### src/rtl/mb_pkg.sv
package mb_pkg;
   typedef enum logic [1:0] {
      OWN_IDLE = 2'd0,
      OWN_CPU  = 2'd1,
      OWN_CLI  = 2'd2
   } mb_owner_e;

   typedef struct packed {
      logic rom;
      logic eep;
      logic sram;
   } mb_sel_t;

   localparam mb_sel_t SEL_NONE = '{rom: 1'b0, eep: 1'b0, sram: 1'b0};
   localparam mb_sel_t SEL_SRAM = '{rom: 1'b0, eep: 1'b0, sram: 1'b1};
endpackage

### src/rtl/mb_page_map.sv
module mb_page_map
   import mb_pkg::*;
#(
   parameter int CPU_AW    = 16,
   parameter int PHYS_W    = 29,
   parameter int BUS_AW    = 17,
   parameter int IO_AW     = 8,
   parameter int DW        = 8,
   parameter int ROM_AW    = 15,
   parameter int RAM_AW    = 17,
   parameter logic [IO_AW-1:0]  PAGE_PORT = 'h40,
   parameter logic [PHYS_W-1:0] EEP_BASE  = 'h20000,
   parameter logic [PHYS_W-1:0] SRAM_BASE = 'h40000
) (
   input  logic              clk,
   input  logic              rst_n,
   input  logic              io_wr,
   input  logic [IO_AW-1:0]  io_addr,
   input  logic [DW-1:0]     io_wdata,
   input  logic [CPU_AW-1:0] cpu_addr,
   output logic [BUS_AW-1:0] bus_addr,
   output mb_sel_t           sel
);
   localparam int WIN_W      = CPU_AW - 2;
   localparam int PAGE_W     = PHYS_W - WIN_W;
   localparam int PAGE_BYTES = (PAGE_W + DW - 1) / DW;

   if (PAGE_W < 1 || BUS_AW > PHYS_W || ROM_AW > BUS_AW || RAM_AW > BUS_AW) begin : g_bad_map
      $error("mb_page_map: inconsistent address widths");
   end

   logic [PAGE_W-1:0] page_q;
   logic [PHYS_W-1:0] phys;

   for (genvar b = 0; b < PAGE_BYTES; b++) begin : g_page_byte
      localparam int BW = (PAGE_W - b*DW > DW) ? DW : PAGE_W - b*DW;
      localparam logic [IO_AW-1:0] PORT = PAGE_PORT + IO_AW'(b);
      always_ff @(posedge clk) begin
         if (!rst_n)
            page_q[b*DW +: BW] <= '0;
         else if (io_wr && io_addr == PORT)
            page_q[b*DW +: BW] <= io_wdata[BW-1:0];
      end
   end

   always_comb begin
      if (cpu_addr[CPU_AW-1 -: 2] == 2'b11)
         phys = {page_q, cpu_addr[WIN_W-1:0]};
      else if (!cpu_addr[CPU_AW-1])
         phys = PHYS_W'(cpu_addr[CPU_AW-2:0]);
      else
         phys = SRAM_BASE | PHYS_W'(cpu_addr[WIN_W-1:0]);
   end

   always_comb begin
      sel      = SEL_NONE;
      sel.rom  = (phys[PHYS_W-1:ROM_AW] == '0);
      sel.eep  = (phys[PHYS_W-1:RAM_AW] == EEP_BASE[PHYS_W-1:RAM_AW]);
      sel.sram = (phys[PHYS_W-1:RAM_AW] == SRAM_BASE[PHYS_W-1:RAM_AW]);
      bus_addr = phys[BUS_AW-1:0];
   end
endmodule

### src/rtl/mb_pick.sv
module mb_pick #(
   parameter int N_CLI   = 4,
   parameter int THR_IDX = 3,
   parameter bit HAS_THR = 1'b1,
   localparam int IDX_W  = $clog2(N_CLI)
) (
   input  logic [N_CLI-1:0] req,
   input  logic             thr_block,
   output logic             pick_vld,
   output logic [IDX_W-1:0] pick_idx
);
   logic [N_CLI-1:0] elig;

   for (genvar i = 0; i < N_CLI; i++) begin : g_elig
      if (HAS_THR && i == THR_IDX) begin : g_gated
         assign elig[i] = req[i] & ~thr_block;
      end else begin : g_plain
         assign elig[i] = req[i];
      end
   end

   always_comb begin
      pick_vld = |elig;
      pick_idx = '0;
      for (int i = N_CLI-1; i >= 0; i--)
         if (elig[i]) pick_idx = IDX_W'(i);
   end
endmodule

### src/rtl/mb_throttle.sv
module mb_throttle #(
   parameter int THR_W = 8
) (
   input  logic             clk,
   input  logic             rst_n,
   input  logic             en,
   input  logic [THR_W-1:0] gap,
   input  logic             load,
   output logic             block
);
   logic [THR_W-1:0] cnt_q;

   always_ff @(posedge clk) begin
      if (!rst_n)
         cnt_q <= '0;
      else if (load && en)
         cnt_q <= gap;
      else if (cnt_q != '0)
         cnt_q <= cnt_q - 1'b1;
   end

   assign block = en && (cnt_q != '0);
endmodule

### src/rtl/membus_arbiter.sv
module membus_arbiter
   import mb_pkg::*;
#(
   parameter int N_CLI    = 4,
   parameter int CPU_AW   = 16,
   parameter int PHYS_W   = 29,
   parameter int BUS_AW   = 17,
   parameter int DW       = 8,
   parameter int IO_AW    = 8,
   parameter int XFER_CYC = 3,
   parameter int THR_W    = 8,
   parameter int THR_IDX  = 3,
   parameter bit HAS_THR  = 1'b1,
   parameter logic [IO_AW-1:0] PAGE_PORT = 'h40
) (
   input  logic                    clk,
   input  logic                    rst_n,
   input  logic                    cpu_mreq,
   input  logic                    cpu_wr,
   input  logic [CPU_AW-1:0]       cpu_addr,
   input  logic [DW-1:0]           cpu_wdata,
   input  logic                    cpu_io_wr,
   input  logic [IO_AW-1:0]        cpu_io_addr,
   output logic                    cpu_wait,
   output logic                    cpu_done,
   input  logic [N_CLI-1:0]        cli_req,
   input  logic [N_CLI-1:0]        cli_we,
   input  logic [N_CLI*BUS_AW-1:0] cli_addr,
   input  logic [N_CLI*DW-1:0]     cli_wdata,
   output logic [N_CLI-1:0]        cli_gnt,
   output logic [N_CLI-1:0]        cli_done,
   input  logic                    thr_en,
   input  logic [THR_W-1:0]        thr_gap,
   output logic [BUS_AW-1:0]       mem_addr,
   output logic [DW-1:0]           mem_wdata,
   input  logic [DW-1:0]           mem_rdata,
   output logic                    mem_oe,
   output logic                    mem_we,
   output logic                    cs_rom,
   output logic                    cs_eep,
   output logic                    cs_sram,
   output logic [DW-1:0]           bus_rdata
);
   localparam int IDX_W = $clog2(N_CLI);
   localparam int CNT_W = (XFER_CYC > 1) ? $clog2(XFER_CYC) : 1;

   if (N_CLI < 2 || THR_IDX >= N_CLI || XFER_CYC < 1) begin : g_bad_cfg
      $error("membus_arbiter: bad client count, throttle index or transfer length");
   end

   mb_owner_e         owner_q;
   logic [CNT_W-1:0]  cnt_q;
   logic [IDX_W-1:0]  idx_q;
   logic              we_q;
   logic [BUS_AW-1:0] addr_q;
   logic [DW-1:0]     wdata_q;
   mb_sel_t           sel_q;

   logic [BUS_AW-1:0] map_addr;
   mb_sel_t           map_sel;
   logic              pick_vld;
   logic [IDX_W-1:0]  pick_idx;
   logic              thr_block;
   logic              last_cyc;
   logic              bus_busy;
   logic              own_cpu;
   logic              own_cli;

   mb_page_map #(
      .CPU_AW(CPU_AW), .PHYS_W(PHYS_W), .BUS_AW(BUS_AW), .IO_AW(IO_AW),
      .DW(DW), .PAGE_PORT(PAGE_PORT)
   ) u_map (
      .clk(clk), .rst_n(rst_n), .io_wr(cpu_io_wr), .io_addr(cpu_io_addr),
      .io_wdata(cpu_wdata), .cpu_addr(cpu_addr), .bus_addr(map_addr), .sel(map_sel)
   );

   mb_pick #(.N_CLI(N_CLI), .THR_IDX(THR_IDX), .HAS_THR(HAS_THR)) u_pick (
      .req(cli_req), .thr_block(thr_block), .pick_vld(pick_vld), .pick_idx(pick_idx)
   );

   if (HAS_THR) begin : g_thr
      mb_throttle #(.THR_W(THR_W)) u_thr (
         .clk(clk), .rst_n(rst_n), .en(thr_en), .gap(thr_gap),
         .load(cli_done[THR_IDX]), .block(thr_block)
      );
   end else begin : g_nothr
      assign thr_block = 1'b0;
   end

   assign bus_busy = (owner_q != OWN_IDLE);
   assign own_cpu  = (owner_q == OWN_CPU);
   assign own_cli  = (owner_q == OWN_CLI);
   assign last_cyc = bus_busy && (cnt_q == '0);

   always_ff @(posedge clk) begin
      if (!rst_n) begin
         owner_q <= OWN_IDLE;
         cnt_q   <= '0;
         idx_q   <= '0;
         we_q    <= 1'b0;
         addr_q  <= '0;
         wdata_q <= '0;
         sel_q   <= SEL_NONE;
      end else if (!bus_busy) begin
         if (cpu_mreq) begin
            owner_q <= OWN_CPU;
            cnt_q   <= CNT_W'(XFER_CYC - 1);
            we_q    <= cpu_wr;
            addr_q  <= map_addr;
            wdata_q <= cpu_wdata;
            sel_q   <= map_sel;
         end else if (pick_vld) begin
            owner_q <= OWN_CLI;
            cnt_q   <= CNT_W'(XFER_CYC - 1);
            idx_q   <= pick_idx;
            we_q    <= cli_we[pick_idx];
            addr_q  <= cli_addr[pick_idx*BUS_AW +: BUS_AW];
            wdata_q <= cli_wdata[pick_idx*DW +: DW];
            sel_q   <= SEL_SRAM;
         end
      end else if (last_cyc) begin
         owner_q <= OWN_IDLE;
      end else begin
         cnt_q <= cnt_q - 1'b1;
      end
   end

   for (genvar i = 0; i < N_CLI; i++) begin : g_cli_out
      assign cli_gnt[i]  = own_cli && (idx_q == IDX_W'(i));
      assign cli_done[i] = cli_gnt[i] && last_cyc;
   end

   assign cpu_done  = own_cpu && last_cyc;
   assign cpu_wait  = cpu_mreq && own_cli;
   assign mem_oe    = bus_busy && !we_q;
   assign mem_we    = bus_busy && we_q;
   assign mem_addr  = bus_busy ? addr_q : '0;
   assign mem_wdata = bus_busy ? wdata_q : '0;
   assign cs_rom    = bus_busy && sel_q.rom;
   assign cs_eep    = bus_busy && sel_q.eep;
   assign cs_sram   = bus_busy && sel_q.sram;
   assign bus_rdata = (cs_rom || cs_eep || cs_sram) ? mem_rdata : '1;
endmodule

### config.mk
export PLATFORM = sky130hd
export DESIGN_NAME = membus_arbiter
export DESIGN_NICKNAME = d
export VERILOG_FILES = /design/src/rtl/mb_pkg.sv /design/src/rtl/mb_page_map.sv /design/src/rtl/mb_pick.sv /design/src/rtl/mb_throttle.sv /design/src/rtl/membus_arbiter.sv
export SDC_FILE = /design/constraint.sdc
export NUM_CORES = 1
export LEC_CHECK = 0
export ABC_AREA = 1
export BUFFER_PORTS_ARGS = -buffer_cell sky130_fd_sc_hd__buf_2
export CAP_MARGIN = 20
export CORE_ASPECT_RATIO = 0.6
export CORE_MARGIN = 3
export CORE_UTILIZATION = 49
export DETAILED_ROUTE_END_ITERATION = 10
export GPL_TIMING_DRIVEN = 0
export PLACE_DENSITY = 0.86
export SYNTH_ARGS = -nofsm -noshare
export SYNTH_HDL_FRONTEND = slang
export SYNTH_SLANG_ARGS = --single-unit
### constraint.sdc
create_clock -name clk -period 4.2 [get_ports clk]
set_input_delay 0.42 -clock clk [delete_from_list [all_inputs] [get_ports clk]]
set_output_delay 0.42 -clock clk [all_outputs]
set_load 0.005 [all_outputs]
==> summary.md, run 1 <==
## Timing
- **pins over their slew limit** 0
- **post-route worst setup slack** 1.93 ns
- **Final setup viols** 0
- **Max Clk Rate** 441 MHz
- **ratio of final minimum period to clock period** 53.9%
- **total negative setup slack** 0 ns
- **transition time of the tightest slew-check pin** 0.616 ns
- **min cycle time layout** 2.27 ns
- **Slew HR** 58.7%
- **Worst Skew** 0.00351 ns
- **RSZ-0062 raised after global routing** no
- **Hold Violations, Final** 0

## Yosys
- **yosys warns** 0
- **async set-or-reset flop fraction in the synthesized netlist** 0%
- **number of enable-type register cells in the synthesized netlist** 0
- **mux cell area share after synthesis** 0%
- **share of synthesized cell area in full adder, half adder and majority cells** 0.641%
- **Yosys cell types** 33
- **fraction of the yosys area taken by sequential cells** 29.7%
- **largest family of logic cells by synthesized area** simple AND/OR/NAND/NOR gates
- **area fraction of the dominant cell type after synthesis** 29.7%
- **share of the synthesized netlist area taken by xor and xnor gates** 0.673%
- **Avg Inst Size Synth** 6.21 um^2
- **simple-gate share of the synthesized area** 38.0%
- **Post-Syn Area** 3900 um^2
- **leading area contributor after synthesis** sky130_fd_sc_hd__dfxtp_1
- **number of flip-flops and latches in the synthesized netlist** 58
- **post-synthesis cell count** 629
- **fraction of the mapped netlist area in compound gates** 17.3%
- **number of nets in the synthesized netlist** 793
- **Post-synth top flop** sky130_fd_sc_hd__dfxtp_1
- **top area cells in the synthesized netlist** sky130_fd_sc_hd__dfxtp_1 (30%), sky130_fd_sc_hd__nand3_1 (19%), sky130_fd_sc_hd__a21oi_1 (9.2%)

## GRT
- **largest net degree at the start of global routing** 11
- **number of global-route vias before repair** 5024
- **initial antenna violation count** 0
- **wire length of the first global-routing pass** 23400 um
- **overall global routing resource usage** 32.4%
- **remaining global-route overflow** 0

## Finish
- **layout net count** 1011
- **area taken by multi-input logic gates** 2210 um^2
- **fillcell total** 667
- **Storage cell area** 1160 um^2
- **area growth from synthesis to layout** 38.2%
- **share of cells above drive strength 1** 30.9%
- **antenna diode count** 0

## CTS
- **Clock Sink Count** 58
- **number of instances resized during post-cts repair** 0
- **clock tree from TritonCTS** yes
- **maximum buffer depth of the clock tree** 2
- **cell at the root of the clock tree** sky130_fd_sc_hd__clkbuf_16
- **H-Tree Level Count** 3
- **Post-CTS Setup Bufs** 0
- **Inserted Clock Buffers** 9
- **hold_buf cts** 0
- **clock transition time at the flip-flop clock pins of the worst setup and hold paths** 0.05 ns
- **clock latency on the worst-skew pair** 0.32 ns

## Critical path
- **category of the worst setup path launch point** flip-flop
- **element type at the critical path end** primary output
- **delay of the slowest cell on the worst path** 0.49 ns
- **arrival time at the worst endpoint** 1.85 ns
- **worst-path fanout max** 10
- **Crit path buffers/inverters** 2
- **kind of critical path** flip-flop to primary output
- **CP Cell Sequence** nor2_2, clkbuf_1, nor2_1, buf_2
- **crit-path leading delay family** buffers and inverters
- **CP max stage cell** sky130_fd_sc_hd__clkbuf_1
- **Worst EP required** 3.78 ns

## Pwr
- **Overall Power** 2.20 mW
- **part of the total power dissipated in the clock network** 35.4%
- **share of total power in sequential cells** 30.7%
- **net switching power of the design** 0.739 mW
- **maximum vdd ir drop** 251 uV
- **part of the total power dissipated in combinational logic** 33.8%
- **leakage** 2.72 nW
- **internal power** 1.46 mW
- **P per Cell Area** 407 nW/um^2
- **switching power share of the total** 33.7%

## Floorplan
- **count of standard-cell rows** 24
- **Die Y-Extent** 75.1 um
- **starting density of the core** 52.0%
- **Std-Cell Core Area** 7510 um^2
- **Die Span X** 121 um
- **total I/O pin count** 210
- **area of the die** 9110 um^2

## Drt
- **via total after detailed routing** 5381
- **average routed wire per standard cell** 16.3 um
- **total wire length after detailed routing** 15600 um
- **drt first pass iters** 8
- **DRC violations left** 0
- **First DRT Iteration DRCs** 674
- **number of nets still failing antenna checks after routing** 0
- **via count normalized by instance count** 5.63

## Run status
- **result of the run** complete, no violations

## Placement
- **minimum setup slack after placement** 2.11 ns
- **count of buffers inserted at the top-level ports** 207
- **final estimated routing congestion in global placement** 0.926
- **HPWL after detailed placement** 12200 um

## Run
- **MaxCap Viol Count** 0

## Hold path
- **worst min path class** input pin to flip-flop

==> routing by layer <==
metal  GRT usage, %  wire [um]  part of all wire, %
met5              0          0                    0
met4           11.4        359                  2.3
met3           7.51       1910                   12
met2           54.1       7020                   45
met1           42.0       6280                   40
==> area by class of cell <==
class / count / area share, %
clock inverters: 1 / 0.557
multi-input cells: 460 / 41.0
repair buffers: 207 / 19.2
plain buffers: 42 / 5.01
clock buffers: 14 / 5.45
flip-flops and latches: 58 / 21.5
well taps: 104 / 2.41
inverters: 69 / 4.85
==> cells in the mapped netlist, types with 3 or more instances <==
cell                       number
sky130_fd_sc_hd__a211oi_1       3
sky130_fd_sc_hd__a21oi_1       72
sky130_fd_sc_hd__buf_2         12
sky130_fd_sc_hd__buf_6         12
sky130_fd_sc_hd__clkbuf_1      14
sky130_fd_sc_hd__dfxtp_1       58
sky130_fd_sc_hd__inv_1         64
sky130_fd_sc_hd__inv_2          3
sky130_fd_sc_hd__nand2_1       81
sky130_fd_sc_hd__nand2_4        3
sky130_fd_sc_hd__nand3_1      146
sky130_fd_sc_hd__nor2_1        74
sky130_fd_sc_hd__nor3_1         8
sky130_fd_sc_hd__nor4_1         3
sky130_fd_sc_hd__o21ai_0       47
sky130_fd_sc_hd__xnor2_1        3
==> cell families after synthesis <==
family                     after synthesis
and+or+nand+nor                        325
AOI/OAI and AO/OA                      130
buffers and inverters                  111
DFF                                     58
xor gates and xnor gates                 3
adders and majority gates                2
==> power by group through the flow <==
stage	combinational, mW	sequential, mW	clock, mW
final	0.743	0.675	0.778
after global routing	0.815	0.680	0.806
after CTS	0.726	0.673	0.781
after detailed placement	0.717	0.682	0
after global placement	0.686	0.678	0
after floorplan	0.476	0.670	0
==> worst register-to-register path, delay by kind of cell (launching register included) <==
kind | cells | cell delay, ns
DFF | 1 | 0.32
AOI/OAI and AO/OA | 2 | 0.34
adders and majority gates | 1 | 0.31
buffers and inverters | 3 | 0.45
and+or+nand+nor | 6 | 0.69
==> layout by cell type (no fill, tap or decap), types with 12 or more instances in the layout <==
cell type	n
sky130_fd_sc_hd__a21oi_1	72
sky130_fd_sc_hd__buf_2	219
sky130_fd_sc_hd__buf_6	12
sky130_fd_sc_hd__clkbuf_1	14
sky130_fd_sc_hd__dfxtp_1	58
sky130_fd_sc_hd__inv_1	64
sky130_fd_sc_hd__nand2_1	81
sky130_fd_sc_hd__nand3_1	146
sky130_fd_sc_hd__nor2_1	74
sky130_fd_sc_hd__o21ai_0	47
==> state kept, by name, indices dropped and copies added (netlist names) <==
| register | cells |
|---|---|
| cnt_q | 2 |
| g_thr.u_thr.cnt_q | 8 |
| sel_q | 3 |
| we_q | 1 |
| owner_q | 2 |
| idx_q | 2 |
| u_map.page_q | 15 |
| wdata_q | 8 |
| addr_q | 17 |
==> per-stage QoR <==
step | hold slack [ns] | util, % | area [um^2] | std cells
2_1_floorplan | 0.430 | - | 3900 | 629
3_3_place_gp | 0.442 | 67.5 | 5070 | 940
4_1_cts | 0.345 | 71.9 | 5390 | 955
6_report | 0.348 | 71.9 | 5390 | 955
5_1_grt | 0.350 | 71.9 | 5390 | 955
3_5_place_dp | 0.453 | 67.5 | 5070 | 940
==> path summary, 6_finish.rpt <==
kind                                                        start                           endpoint  slack (ns)  depth (start not counted)
worst max register to register  g_thr.u_thr.cnt_q[1]$_SDFFE_PN0P_                  we_q$_SDFFE_PN0P_        1.98                         12
worst min-delay path                                   thr_gap[2]  g_thr.u_thr.cnt_q[2]$_SDFFE_PN0P_        0.35                          3
worst max-delay path                      owner_q[1]$_SDFFE_PN0P_                       mem_wdata[7]        1.93                          4
worst min register to register       u_map.page_q[1]$_SDFFE_PN0P_       u_map.page_q[1]$_SDFFE_PN0P_        0.46                          2
No activity file was read; power rests on OpenSTA's default activity.
==> run 2, diff against run 1 <==
- CORE_UTILIZATION: 49 -> 46
- PLACE_DENSITY: 0.86 -> 0.82
- clock period: 4.2 -> 2.15 ns (I/O delays scaled with it)
==> run 2 against run 1 <==
- cell count is 0.84% higher
- hold slack worse by 0.21 ns
- non-clock buffer count is 3 higher
- register-to-register slack worse by 1.8 ns
- clock skew is 0.0023 ns higher
- core utilization is 4.6 points lower
==> summary.md, run 2 (synthesis gave the netlist of run 1 again) <==
## Critical path
- **R2R Path Start** g_thr.u_thr.cnt_q[1]$_SDFFE_PN0P_
- **category of the worst setup path launch point** flip-flop
- **delay of the slowest cell on the worst path** 0.52 ns
- **CP max stage cell** sky130_fd_sc_hd__clkbuf_1
- **kind of critical path** flip-flop to primary output
- **Crit Reg-Reg Endpoint** wdata_q[7]$_SDFFE_PN0P_
- **element type at the critical path end** primary output
- **worst-path fanout max** 10
- **cell count of the worst reg-to-reg path** 12
- **slack of the worst reg-to-reg path** 0.14 ns
- **CP Cell Sequence** nor2_2, clkbuf_1, nor2_1, buf_2
- **number of cells on the critical path** 4
- **Crit path buffers/inverters** 2
- **crit-path leading delay family** buffers and inverters
- **Worst EP required** 1.93 ns
- **arrival time at the worst endpoint** 1.83 ns

## Pwr
- **maximum vdd ir drop** 452 uV
- **leakage** 2.72 nW
- **Overall Power** 4.24 mW
- **P per Cell Area** 782 nW/um^2

## GRT
- **number of global-route vias before repair** 5032
- **largest net degree at the start of global routing** 11
- **overall global routing resource usage** 31.1%
- **remaining global-route overflow** 0
- **wire length of the first global-routing pass** 24300 um
- **initial antenna violation count** 0

## Floorplan
- **Die Y-Extent** 77.4 um
- **Die Span X** 125 um
- **Std-Cell Core Area** 8070 um^2
- **total I/O pin count** 210
- **starting density of the core** 48.4%
- **area of the die** 9660 um^2
- **count of standard-cell rows** 25

## Timing
- **Hold Violations, Final** 0
- **Slew HR** 59.1%
- **RSZ-0062 raised after global routing** no
- **ratio of final minimum period to clock period** 94.9%
- **Final setup viols** 0
- **min cycle time layout** 2.04 ns
- **total negative setup slack** 0 ns
- **Max Clk Rate** 490 MHz
- **pins over their slew limit** 0
- **hold_ws** 0.138 ns
- **transition time of the tightest slew-check pin** 0.610 ns
- **post-route worst setup slack** 0.110 ns
- **Worst Skew** 0.00581 ns

## Placement
- **minimum setup slack after placement** 0.0563 ns
- **placed instance count** 944
- **final estimated routing congestion in global placement** 0.968
- **HPWL after detailed placement** 12300 um
- **count of buffers inserted at the top-level ports** 207
- **area post-placement** 5070 um^2

## Drt
- **via total after detailed routing** 5316
- **total wire length after detailed routing** 15500 um
- **average routed wire per standard cell** 16.1 um
- **DRC violations left** 0
- **drt first pass iters** 5
- **number of nets still failing antenna checks after routing** 0
- **via count normalized by instance count** 5.52
- **First DRT Iteration DRCs** 615

## Finish
- **flip-flop count of the largest register, all copies and words added** 17
- **commonest non-fill, non-tap cell in the layout** sky130_fd_sc_hd__buf_2
- **cell area after layout** 5430 um^2
- **Util after Layout** 67.2%
- **share of cells above drive strength 1** 31.1%
- **fillcell total** 727
- **area growth from synthesis to layout** 39.0%
- **registers with the highest flip-flop counts** addr_q (17), u_map.page_q (15)
- **layout net count** 1014
- **Biggest register** addr_q
- **antenna diode count** 0
- **non-filler cells in the finished layout** 963
- **most frequent cells in the layout** sky130_fd_sc_hd__buf_2 (219), sky130_fd_sc_hd__nand3_1 (146), sky130_fd_sc_hd__nand2_1 (81)

## CTS
- **hold_buf cts** 0
- **clock latency on the worst-skew pair** 0.33 ns
- **maximum buffer depth of the clock tree** 2
- **Clock Sink Count** 58
- **cell at the root of the clock tree** sky130_fd_sc_hd__clkbuf_16
- **clock transition time at the flip-flop clock pins of the worst setup and hold paths** 0.05 ns
- **clock tree from TritonCTS** yes
- **Inserted Clock Buffers** 9
- **H-Tree Level Count** 3

## Hold path
- **Hold Path Cell Cnt** 3
- **worst min path class** input pin to flip-flop
- **beginning of the worst hold path** thr_gap[2]
- **WHS Endpoint** g_thr.u_thr.cnt_q[2]$_SDFFE_PN0P_

## Run
- **MaxCap Viol Count** 0

## Run status
- **result of the run** complete, no violations

[run 2: changes by cell type in the layout (fill, tap and decap cells not counted)]
cell	previous run	this run
sky130_fd_sc_hd__clkbuf_1	14	17
sky130_fd_sc_hd__clkbuf_8	5	2
sky130_fd_sc_hd__buf_4	2	4
sky130_fd_sc_hd__buf_12	0	1
sky130_fd_sc_hd__ha_1	2	1
sky130_fd_sc_hd__ha_4	0	1
sky130_fd_sc_hd__inv_1	64	63
sky130_fd_sc_hd__inv_2	3	4
sky130_fd_sc_hd__inv_6	0	1
[run 2: timing repair]
action | 4_1_cts | 5_1_grt
gates resized for setup | 0 | 5
setup buffers | 0 | 3
endpoints found under the setup margin | 0 | 28
[run 2: area by class of cell]
cell class	instances	area (um^2)	share of cell area [%]
Buffer	42	270	4.98
Clock buffer	14	264	4.87
Clock inverter	2	35.0	0.646
Inverter	69	265	4.89
Multi-Input combinational cell	460	2220	41.0
Sequential cell	58	1160	21.4
Tap cell	108	135	2.49
Timing Repair Buffer	210	1070	19.7
[run 2: worst min-delay path: cells and delay by family]
family	cells	cell delay (ns)
AOI/OAI and AO/OA	1	0.06
buffers and inverters	1	0.08
and+or+nand+nor	1	0.07
[run 2: report_power, final]
group	switching (mW)	leakage, nW	internal [mW]
clock	0.474	0.147	0.958
sequential	0.0948	0.477	1.22
combinational	0.894	2.10	0.599
total	1.46	2.72	2.78
[run 2: routing by layer]
layer | global-route usage, % | part of all wire (%) | wire length, um | vias up
met5 | 0 | 0 | 0 | -
met4 | 7.25 | 1.2 | 188 | 0
met3 | 8.25 | 12 | 1810 | 21
met2 | 49.9 | 45 | 7030 | 321
met1 | 42.2 | 42 | 6500 | 2427
li1 | - | - | - | 2547
[run 2: worst max path at each step]
stage / start / end / slack, ns
finish: owner_q[1]$_SDFFE_PN0P_ / mem_wdata[6] / 0.11
CTS: g_thr.u_thr.cnt_q[0]$_SDFFE_PN0P_ / wdata_q[7]$_SDFFE_PN0P_ / 0.02
detailed placement: g_thr.u_thr.cnt_q[0]$_SDFFE_PN0P_ / wdata_q[7]$_SDFFE_PN0P_ / 0.06
floorplan: g_thr.u_thr.cnt_q[0]$_SDFFE_PN0P_ / wdata_q[1]$_SDFFE_PN0P_ / 0.46
global route: owner_q[1]$_SDFFE_PN0P_ / mem_wdata[6] / 0.01
global placement: g_thr.u_thr.cnt_q[0]$_SDFFE_PN0P_ / wdata_q[7]$_SDFFE_PN0P_ / 0.08
==> run 3, diff against run 2 <==
- CORE_UTILIZATION: 46 -> 47
- CTS_BUF_LIST: unset -> sky130_fd_sc_hd__clkbuf_8
- PLACE_DENSITY: 0.82 -> 0.83
==> run 3 against run 2 <==
- die area down 2.0%
- largest power group unchanged
- clock skew rose by 0.0016 ns
- highest routed layer unchanged
- combinational power about the same
- sequential share of layout area grew 0.62 points
- final area is 2.8% lower
- global-route usage is 0.46 points higher
- fmax is 0.52% lower
- sequential power about the same
==> summary.md, run 3 (synthesis gave the netlist of run 1 again) <==
## Pwr
- **leakage** 2.65 nW
- **P per Cell Area** 702 nW/um^2
- **maximum vdd ir drop** 304 uV

## CTS
- **clock tree from TritonCTS** yes
- **hold_buf cts** 0
- **Clock Sink Count** 58
- **Inserted Clock Buffers** 9
- **Post-CTS Setup Bufs** 0
- **H-Tree Level Count** 3
- **cell at the root of the clock tree** sky130_fd_sc_hd__clkbuf_8
- **clock transition time at the flip-flop clock pins of the worst setup and hold paths** 0.07 ns
- **clock latency on the worst-skew pair** 0.34 ns
- **maximum buffer depth of the clock tree** 2

## Critical path
- **delay of the slowest cell on the worst path** 0.33 ns
- **CP Cell Sequence** inv_1, ha_4, nand2_1, o21ai_4, nand3_2, nand2_4, nand2_4, buf_6, nand2_1, nand3_1, nand3_1, a21oi_1
- **CP max stage cell** sky130_fd_sc_hd__dfxtp_1
- **crit-path leading delay family** simple AND/OR/NAND/NOR gates
- **element type at the critical path end** flip-flop
- **cell count of the worst reg-to-reg path** 12
- **R2R Path Start** g_thr.u_thr.cnt_q[0]$_SDFFE_PN0P_
- **kind of critical path** flip-flop to flip-flop
- **endpoint of the most critical setup path** wdata_q[7]$_SDFFE_PN0P_
- **slack of the worst reg-to-reg path** 0.1 ns
- **category of the worst setup path launch point** flip-flop
- **worst-path fanout max** 10
- **Worst EP required** 2.37 ns
- **arrival time at the worst endpoint** 2.27 ns
- **number of cells on the critical path** 12
- **Crit Reg-Reg Endpoint** wdata_q[7]$_SDFFE_PN0P_
- **Setup crit start** g_thr.u_thr.cnt_q[0]$_SDFFE_PN0P_
- **Crit path buffers/inverters** 2

## Placement
- **count of buffers inserted at the top-level ports** 207
- **area post-placement** 5070 um^2
- **final estimated routing congestion in global placement** 0.987
- **placed instance count** 944
- **HPWL after detailed placement** 12100 um
- **minimum setup slack after placement** 0.0198 ns

## Drt
- **First DRT Iteration DRCs** 485
- **number of nets still failing antenna checks after routing** 0
- **via total after detailed routing** 5358
- **via count normalized by instance count** 5.58
- **average routed wire per standard cell** 16.0 um
- **DRC violations left** 0
- **total wire length after detailed routing** 15400 um
- **drt first pass iters** 5

## Floorplan
- **Die Y-Extent** 76.6 um
- **total I/O pin count** 210
- **Std-Cell Core Area** 7980 um^2
- **starting density of the core** 48.9%
- **count of standard-cell rows** 25
- **area of the die** 9470 um^2
- **Die Span X** 124 um

## Timing
- **Hold Violations, Final** 0
- **post-route worst setup slack** 0.0988 ns
- **ratio of final minimum period to clock period** 95.4%
- **hold_ws** 0.117 ns
- **pins over their slew limit** 0
- **Final setup viols** 0
- **Slew HR** 58.6%
- **Max Clk Rate** 488 MHz
- **transition time of the tightest slew-check pin** 0.618 ns
- **min cycle time layout** 2.05 ns
- **Worst Skew** 0.00745 ns

## Finish
- **Biggest register** addr_q
- **cell area after layout** 5270 um^2
- **registers with the highest flip-flop counts** addr_q (17), u_map.page_q (15)
- **commonest non-fill, non-tap cell in the layout** sky130_fd_sc_hd__buf_2
- **share of cells above drive strength 1** 31.3%
- **area growth from synthesis to layout** 35.1%
- **non-filler cells in the finished layout** 960
- **antenna diode count** 0
- **layout net count** 1011
- **most frequent cells in the layout** sky130_fd_sc_hd__buf_2 (219), sky130_fd_sc_hd__nand3_1 (146), sky130_fd_sc_hd__nand2_1 (81)
- **flip-flop count of the largest register, all copies and words added** 17

## Run
- **MaxCap Viol Count** 0

## GRT
- **remaining global-route overflow** 0
- **overall global routing resource usage** 31.6%
- **initial antenna violation count** 0
- **number of global-route vias before repair** 4905
- **wire length of the first global-routing pass** 23700 um
- **largest net degree at the start of global routing** 11

## Run status
- **result of the run** complete, no violations

## Hold path
- **worst min path class** input pin to flip-flop

run 3: changes by cell type in the layout (fill, tap and decap cells not counted), sizes merged:
cell,previous run,this run
clkbuf,28,24
clkinvlp,0,2
bufinv,1,0
inv,68,69
buf,238,235
clkinv,2,4
run 3: metrics by stage:
| stage | utilization [%] | power (mW) | TNS [ns] |
|---|---|---|---|
| after floorplan | - | 2.24 | 0 |
| after global placement | 63.6 | 2.68 | 0 |
| after detailed placement | 63.6 | 2.73 | 0 |
| after CTS | 65.8 | 3.63 | 0 |
| after global routing | 66.1 | 3.94 | -0.00948 |
| final | 66.1 | 3.70 | 0 |
run 3: metal layers:
layer | up-vias | routed length, um | global-route usage (%)
li1 | 2542 | - | -
met1 | 2436 | 6490 | 43.0
met2 | 339 | 6760 | 49.2
met3 | 41 | 1790 | 7.72
met4 | 0 | 350 | 9.28
met5 | - | 0 | 0
run 3: repair_timing:
action	4_1_cts	5_1_grt
endpoints found under the hold margin	0	0
resized for setup	1	9
setup endpoints to repair	1	31
pin swaps	0	1
run 3: area by class of cell:
type | instances | area (um^2)
multi-input combinational | 460 | 2230
clock inverter | 6 | 33.8
timing repair buffer | 207 | 1040
inverter | 69 | 265
clock buffer | 10 | 138
buffer | 42 | 273
sequential | 58 | 1160
tap | 108 | 135
fill | 771 | 2700
run 3: worst min path at each step:
stage / endpoint / depth (start not counted) / slack (ns) / start
6_report: g_thr.u_thr.cnt_q[2]$_SDFFE_PN0P_ / 3 / 0.12 / thr_gap[2]
3_3_place_gp: u_map.page_q[0]$_SDFFE_PN0P_ / 2 / 0.44 / u_map.page_q[0]$_SDFFE_PN0P_
5_1_grt: g_thr.u_thr.cnt_q[6]$_SDFFE_PN0P_ / 3 / 0.11 / thr_gap[6]
3_5_place_dp: u_map.page_q[1]$_SDFFE_PN0P_ / 2 / 0.45 / u_map.page_q[1]$_SDFFE_PN0P_
4_1_cts: g_thr.u_thr.cnt_q[6]$_SDFFE_PN0P_ / 3 / 0.10 / thr_gap[6]
2_1_floorplan: g_thr.u_thr.cnt_q[6]$_SDFFE_PN0P_ / 2 / 0.36 / thr_gap[6]
run 3: tightest hold or removal path, delay by kind of cell:
family          cells  cell delay [ns]
simple gates        1             0.07
buf+inv             1             0.07
compound gates      1             0.06
run 3: power breakdown:
group / switching (mW) / internal [mW]
registers: 0.0930 / 1.22
logic: 0.897 / 0.595
clock network: 0.456 / 0.438
